===== config.mk =====
export PLATFORM = sky130hd
export DESIGN_NAME = av_latency_aligner
export DESIGN_NICKNAME = d
export VERILOG_FILES = /design/src/rtl/av_pkg.sv /design/src/rtl/av_shift_delay.sv /design/src/rtl/av_input_stage.sv /design/src/rtl/av_output_merge.sv /design/src/rtl/av_latency_aligner.sv
export SDC_FILE = /design/constraint.sdc
export NUM_CORES = 1
export LEC_CHECK = 0
export BUFFER_PORTS_ARGS = -buffer_cell sky130_fd_sc_hd__buf_2
export CORE_MARGIN = 5
export CORE_UTILIZATION = 45
export CTS_CLUSTER_DIAMETER = 80
export DETAILED_ROUTE_END_ITERATION = 12
export MAX_ROUTING_LAYER = met4
export PLACE_DENSITY_LB_ADDON = 0.25
export SKIP_LAST_GASP = 1
export SYNTH_ARGS = -nofsm -noshare
export SYNTH_HDL_FRONTEND = slang
export SYNTH_SLANG_ARGS = --single-unit

===== constraint.sdc =====
create_clock -name clk -period 1.4 [get_ports clk]
set_clock_uncertainty 0.2 [all_clocks]
set_input_delay 0.28 -clock clk [delete_from_list [all_inputs] [get_ports clk]]
set_output_delay 0.28 -clock clk [all_outputs]
set_load 0.005 [all_outputs]

===== src/rtl/av_pkg.sv =====
package av_pkg;

  // Timing controls that travel alongside each pixel.
  typedef struct packed {
    logic de;
    logic hs;
    logic vs;
  } av_ctl_t;

  localparam int AV_CTL_W = 3;

endpackage


===== src/rtl/av_shift_delay.sv =====
module av_shift_delay #(
  parameter int WIDTH = 24,
  parameter int DEPTH = 1
) (
  input  logic             clk,
  input  logic             rst,
  input  logic [WIDTH-1:0] din,
  output logic [WIDTH-1:0] dout
);

  logic [WIDTH-1:0] stage [DEPTH];

  generate
    for (genvar s = 0; s < DEPTH; s++) begin : g_stage
      if (s == 0) begin : g_head
        always_ff @(posedge clk) begin
          if (rst) stage[s] <= '0;
          else     stage[s] <= din;
        end
      end else begin : g_body
        always_ff @(posedge clk) begin
          if (rst) stage[s] <= '0;
          else     stage[s] <= stage[s-1];
        end
      end
    end
  endgenerate

  assign dout = stage[DEPTH-1];

  // A reset leaves nothing in flight at the tail.
  AST_PIPE_FLUSHED: assert property (@(posedge clk) rst |=> dout == '0);

endmodule


===== src/rtl/av_input_stage.sv =====
module av_input_stage
  import av_pkg::*;
#(
  parameter int COLOR_W = 8,
  parameter int X_W     = 11,
  parameter int Y_W     = 10
) (
  input  logic               clk,
  input  logic               rst,
  input  logic [COLOR_W-1:0] in_red,
  input  logic [COLOR_W-1:0] in_green,
  input  logic [COLOR_W-1:0] in_blue,
  input  logic [X_W-1:0]     in_x,
  input  logic [Y_W-1:0]     in_y,
  input  av_ctl_t            in_ctl,
  output logic [COLOR_W-1:0] q_red,
  output logic [COLOR_W-1:0] q_green,
  output logic [COLOR_W-1:0] q_blue,
  output logic [X_W-1:0]     q_x,
  output logic [Y_W-1:0]     q_y,
  output av_ctl_t            q_ctl
);

  always_ff @(posedge clk) begin
    if (rst) begin
      q_red   <= '0;
      q_green <= '0;
      q_blue  <= '0;
      q_x     <= '0;
      q_y     <= '0;
      q_ctl   <= '0;
    end else begin
      q_red   <= in_red;
      q_green <= in_green;
      q_blue  <= in_blue;
      q_x     <= in_x;
      q_y     <= in_y;
      q_ctl   <= in_ctl;
    end
  end

  AST_RESET_IDLE: assert property (@(posedge clk) rst |=> (!q_ctl.de && q_red == '0 && q_x == '0));
  AST_USR_CAPTURE: assert property (@(posedge clk) disable iff (rst)
    !$past(rst) |-> (q_ctl.de == $past(in_ctl.de) && q_x == $past(in_x)));

endmodule


===== src/rtl/av_output_merge.sv =====
module av_output_merge
  import av_pkg::*;
#(
  parameter int COLOR_W = 8,
  parameter int X_W     = 11,
  parameter int Y_W     = 10
) (
  input  logic               clk,
  input  logic               rst,
  input  av_ctl_t            tail_ctl,
  input  logic [X_W-1:0]     tail_x,
  input  logic [Y_W-1:0]     tail_y,
  input  logic [COLOR_W-1:0] ret_red,
  input  logic [COLOR_W-1:0] ret_green,
  input  logic [COLOR_W-1:0] ret_blue,
  output logic [COLOR_W-1:0] out_red,
  output logic [COLOR_W-1:0] out_green,
  output logic [COLOR_W-1:0] out_blue,
  output logic [X_W-1:0]     out_x,
  output logic [Y_W-1:0]     out_y,
  output av_ctl_t            out_ctl
);

  always_ff @(posedge clk) begin
    if (rst) begin
      out_red   <= '0;
      out_green <= '0;
      out_blue  <= '0;
      out_x     <= '0;
      out_y     <= '0;
      out_ctl   <= '0;
    end else begin
      out_x   <= tail_x;
      out_y   <= tail_y;
      out_ctl <= tail_ctl;
      if (tail_ctl.de) begin
        out_red   <= ret_red;
        out_green <= ret_green;
        out_blue  <= ret_blue;
      end else begin
        out_red   <= '0;
        out_green <= '0;
        out_blue  <= '0;
      end
    end
  end

  AST_BLANK_ZERO: assert property (@(posedge clk) disable iff (rst)
    !out_ctl.de |-> (out_red == '0 && out_green == '0 && out_blue == '0));
  AST_COLOUR_FROM_USER: assert property (@(posedge clk) disable iff (rst)
    tail_ctl.de |=> (out_red == $past(ret_red) && out_blue == $past(ret_blue)));
  AST_CTRL_FOLLOWS_TAIL: assert property (@(posedge clk) disable iff (rst)
    1'b1 |=> (out_ctl == $past(tail_ctl) && out_y == $past(tail_y)));

endmodule


===== src/rtl/av_latency_aligner.sv =====
module av_latency_aligner
  import av_pkg::*;
#(
  parameter int COLOR_W = 8,
  parameter int X_W     = 11,
  parameter int Y_W     = 10,
  parameter int LATENCY = 1
) (
  input  logic               clk,
  input  logic               rst,
  input  logic [COLOR_W-1:0] in_red,
  input  logic [COLOR_W-1:0] in_green,
  input  logic [COLOR_W-1:0] in_blue,
  input  logic [X_W-1:0]     in_x,
  input  logic [Y_W-1:0]     in_y,
  input  logic               in_de,
  input  logic               in_hsync,
  input  logic               in_vsync,
  output logic [COLOR_W-1:0] usr_red,
  output logic [COLOR_W-1:0] usr_green,
  output logic [COLOR_W-1:0] usr_blue,
  output logic [X_W-1:0]     usr_x,
  output logic [Y_W-1:0]     usr_y,
  output logic               usr_active,
  input  logic [COLOR_W-1:0] ret_red,
  input  logic [COLOR_W-1:0] ret_green,
  input  logic [COLOR_W-1:0] ret_blue,
  output logic [COLOR_W-1:0] out_red,
  output logic [COLOR_W-1:0] out_green,
  output logic [COLOR_W-1:0] out_blue,
  output logic [X_W-1:0]     out_x,
  output logic [Y_W-1:0]     out_y,
  output logic               out_de,
  output logic               out_hsync,
  output logic               out_vsync
);

  localparam int BUS_W = AV_CTL_W + X_W + Y_W;

  av_ctl_t            in_ctl;
  av_ctl_t            usr_ctl;
  av_ctl_t            tail_ctl;
  av_ctl_t            o_ctl;
  logic [X_W-1:0]     tail_x;
  logic [Y_W-1:0]     tail_y;
  logic [BUS_W-1:0]   head_bus;
  logic [BUS_W-1:0]   tail_bus;

  assign in_ctl = '{de: in_de, hs: in_hsync, vs: in_vsync};

  av_input_stage #(.COLOR_W(COLOR_W), .X_W(X_W), .Y_W(Y_W)) u_in (
    .clk     (clk),
    .rst     (rst),
    .in_red  (in_red),
    .in_green(in_green),
    .in_blue (in_blue),
    .in_x    (in_x),
    .in_y    (in_y),
    .in_ctl  (in_ctl),
    .q_red   (usr_red),
    .q_green (usr_green),
    .q_blue  (usr_blue),
    .q_x     (usr_x),
    .q_y     (usr_y),
    .q_ctl   (usr_ctl)
  );

  assign usr_active = usr_ctl.de;
  assign head_bus   = {usr_ctl, usr_x, usr_y};

  av_shift_delay #(.WIDTH(BUS_W), .DEPTH(LATENCY)) u_dly (
    .clk (clk),
    .rst (rst),
    .din (head_bus),
    .dout(tail_bus)
  );

  assign {tail_ctl, tail_x, tail_y} = tail_bus;

  av_output_merge #(.COLOR_W(COLOR_W), .X_W(X_W), .Y_W(Y_W)) u_out (
    .clk      (clk),
    .rst      (rst),
    .tail_ctl (tail_ctl),
    .tail_x   (tail_x),
    .tail_y   (tail_y),
    .ret_red  (ret_red),
    .ret_green(ret_green),
    .ret_blue (ret_blue),
    .out_red  (out_red),
    .out_green(out_green),
    .out_blue (out_blue),
    .out_x    (out_x),
    .out_y    (out_y),
    .out_ctl  (o_ctl)
  );

  assign out_de    = o_ctl.de;
  assign out_hsync = o_ctl.hs;
  assign out_vsync = o_ctl.vs;

endmodule


==> summary.md <==
| Metric | Value |
|---|---|
| Critical path buffers and inverters | `1` |
| Sink Count | `120` |
| Worst slew margin | `56.1%` |
| Layout Nets | `576` |
| Clock Pin Slew Worst Setup and Hold Paths | `0.06 ns` |
| Post-Synth Adder-Cell Area | `0%` |
| Failing checks | `negative setup slack` |
| Syn-to-layout area delta | `70.1%` |
| Largest net degree at the start of global routing | `65` |
| DP Wirelength | `4.63 mm` |
| ANT nets after route | `0` |
| Antenna violations before repair | `0` |
| Cts bufs inserted | `17` |
| Bufs on Longest Clock Path | `2` |
| Yosys cell types | `6` |
| Wire per inst | `13.7 µm` |
| CP peak stage delay | `0.33 ns` |
| R2R depth | `1` |
| Design Area, Final | `5860 µm²` |
| Placed cells | `508` |
| Post-synthesis mux area share | `0%` |
| WHS | `0.0294 ns` |
| Total gr overflow | `0` |
| Final core occ | `79.5%` |
| Area fraction in compound gates after synthesis | `0%` |
| Seq/Total Area, Yosys | `69.8%` |
| Vias in the first global route | `2683` |
| Via density | `4.12` |
| Max H-tree Level | `4` |
| Commonest non-fill, non-tap cell in the layout | `buf_2` |
| Layout cells sized above 1 | `48.2%` |
| Slowest-stage cell, CP | `dfxtp_2` |
| Via count | `2529` |
| Drc violations | `0` |
| Max Cap Violations | `0` |
| Worst EP arrival | `0.94 ns` |
| R2r setup slk | `0.12 ns` |
| Hold WC Path Type | `input pin to flop` |
| Mapped Nets | `350` |
| Number of DRC markers in iteration 0 | `40` |
| Worst-skew pair later-pin latency | `0.50 ns` |
| Max-slew violation count | `0` |
| R2r startpoint | `u_dly.stage[0][23]$_SDFF_PP0_` |
| Hold Path Depth | `3` |
| Power per cell area | `1480 nW/µm²` |
| Final critical-path share of the clock period | `101%` |
| Fin worst setup slack | `-0.0168 ns` |
| Most frequent cells in the layout | `buf_2 (132), nor2b_1 (96), dfxtp_1 (75)` |
| Critical Path Start | `u_out.out_blue[0]$_SDFF_PP0_` |
| PortBufs | `167` |
| Synth Area in XOR/XNOR | `0%` |
| Nature of the critical path startpoint | `flop` |
| # diodes | `0` |
| Critical Path RT | `0.92 ns` |
| Critical R2R Capture | `u_out.out_green[3]$_SDFF_PP0_` |
| First-pass GRT wire length | `12.9 mm` |
| Post-route insts no fill | `614` |
| Slew of the pin with the lowest slew margin | `0.657 ns` |
| Setup Viol. Count Final | `24` |
| Run status | `finished, violations left` |
| Total wire length | `8.43 mm` |
| Starting density of the core | `46.7%` |
| IO Count | `168` |
| Core Footprint | `7370 µm²` |
| CP Capture Type | `output pin` |
| Largest family of logic cells by synthesized area | `simple AND/OR/NAND/NOR gates` |
| Rows | `31` |
| WP depth | `1` |
| GP Congestion | `0.753` |
| Die Area | `9500 µm²` |
| Hold Fails Final Rpt | `0` |
| Post-Syn Instances | `276` |
| RSZ-0062 raised after global routing | `true` |
| Hold wc startpoint | `rst` |
| Worst Path Max Fanout | `1` |
| Final Power | `8690 µW` |
| Placed inst area | `4220 µm²` |
| CTS root buffer | `clkbuf_8` |
| Yosys warns | `0` |
| Crit path cell chain | `buf_6` |
| Peak supply drop | `0.00104 V` |
| Synthesized-area fraction occupied by and/or/nand/nor cells | `23.5%` |
| Post-synthesis register bit count | `120` |
| Family with the most delay on the worst path | `flip-flops` |
| Drt first pass iters | `3` |
| Critical path class | `flop to output pin` |
| Synthesized cell area | `3440 µm²` |
| CTS tree | `yes` |
| Die W | `97.5 µm` |
| Leak Pwr | `0.00282 µW` |
| Gr usage total | `17.9%` |
| Post-synthesis area per instance | `12.5 µm²` |
| Die height | `97.5 µm` |
| Min Tclk post-route | `1.42 ns` |
| Max Freq | `706 MHz` |
| Worst setup path end | `out_blue[0]` |
-- Yosys cell counts --
library cell,n,area [µm²]
dfxtp_1,120,2400
nor2b_1,96,601
and3b_1,24,210
buf_4,22,165
buf_2,10,50.1
clkbuf_1,4,15.0
-- cell families (layout without fill, tap and decap cells) --
family	count (synthesis)	in the layout
flops	120	120
simple gates	120	120
buf+inv	36	275
-- registers in the layout (all words and copies together), names as in the netlist --
name and cells:
u_out.out_x 11, u_in.q_red 8, u_out.out_red 8, u_out.out_ctl 3, u_out.out_green 8, u_out.out_y 10
u_out.out_blue 8, u_in.q_blue 8, u_in.q_x 11, u_dly.stage 24, u_in.q_green 8, u_in.q_ctl 3
u_in.q_y 10
-- stage by stage --
step,worst slack (ns),TNS [ns]
floorplan,0.381,0
global placement,0.222,0
detailed placement,0.175,0
CTS,-0.0411,-1.61
global route,-0.0662,-4.11
finish,-0.0168,-0.160
-- worst min path at each step --
stage                                             end  slack (ns)
after floorplan             u_in.q_blue[0]$_SDFF_PP0_        0.21
after global placement      u_out.out_x[3]$_SDFF_PP0_        0.22
after detailed placement    u_out.out_x[6]$_SDFF_PP0_        0.22
after CTS                 u_out.out_ctl[2]$_SDFF_PP0_       0.006
after global routing           u_in.q_y[7]$_SDFF_PP0_        0.02
final                      u_in.q_green[7]$_SDFF_PP0_        0.03
-- where the power goes --
| part | internal [µW] | leakage (µW) | switching (µW) |
|---|---|---|---|
| sequential | 3560 | 0.00100 | 49.0 |
| clock | 3000 | 0.000297 | 1510 |
| combinational | 392 | 0.00152 | 185 |
-- routing by layer --
metal	wire [µm]	track usage (%)
met5	0	-
met4	155	8.95
met3	598	7.54
met2	4480	29.7
met1	3190	18.1
-- timing repair --
item	in CTS	in global routing
hold buffers	72	0
endpoints found under the setup margin	91	94
gates resized for setup	28	51
hold endpoints to repair	72	0
gates cloned	0	0
setup buffers	0	2
-- area by class of cell --
| cell class | count | area, µm² |
|---|---|---|
| fillers | 435 | 1510 |
| well taps | 99 | 124 |
| repair buffers | 243 | 1830 |
| multi-input cells | 120 | 811 |
| clock buffers | 19 | 442 |
| clock inverters | 13 | 194 |
| flip-flops and latches | 120 | 2460 |
Power figures use the tool's default switching activity.
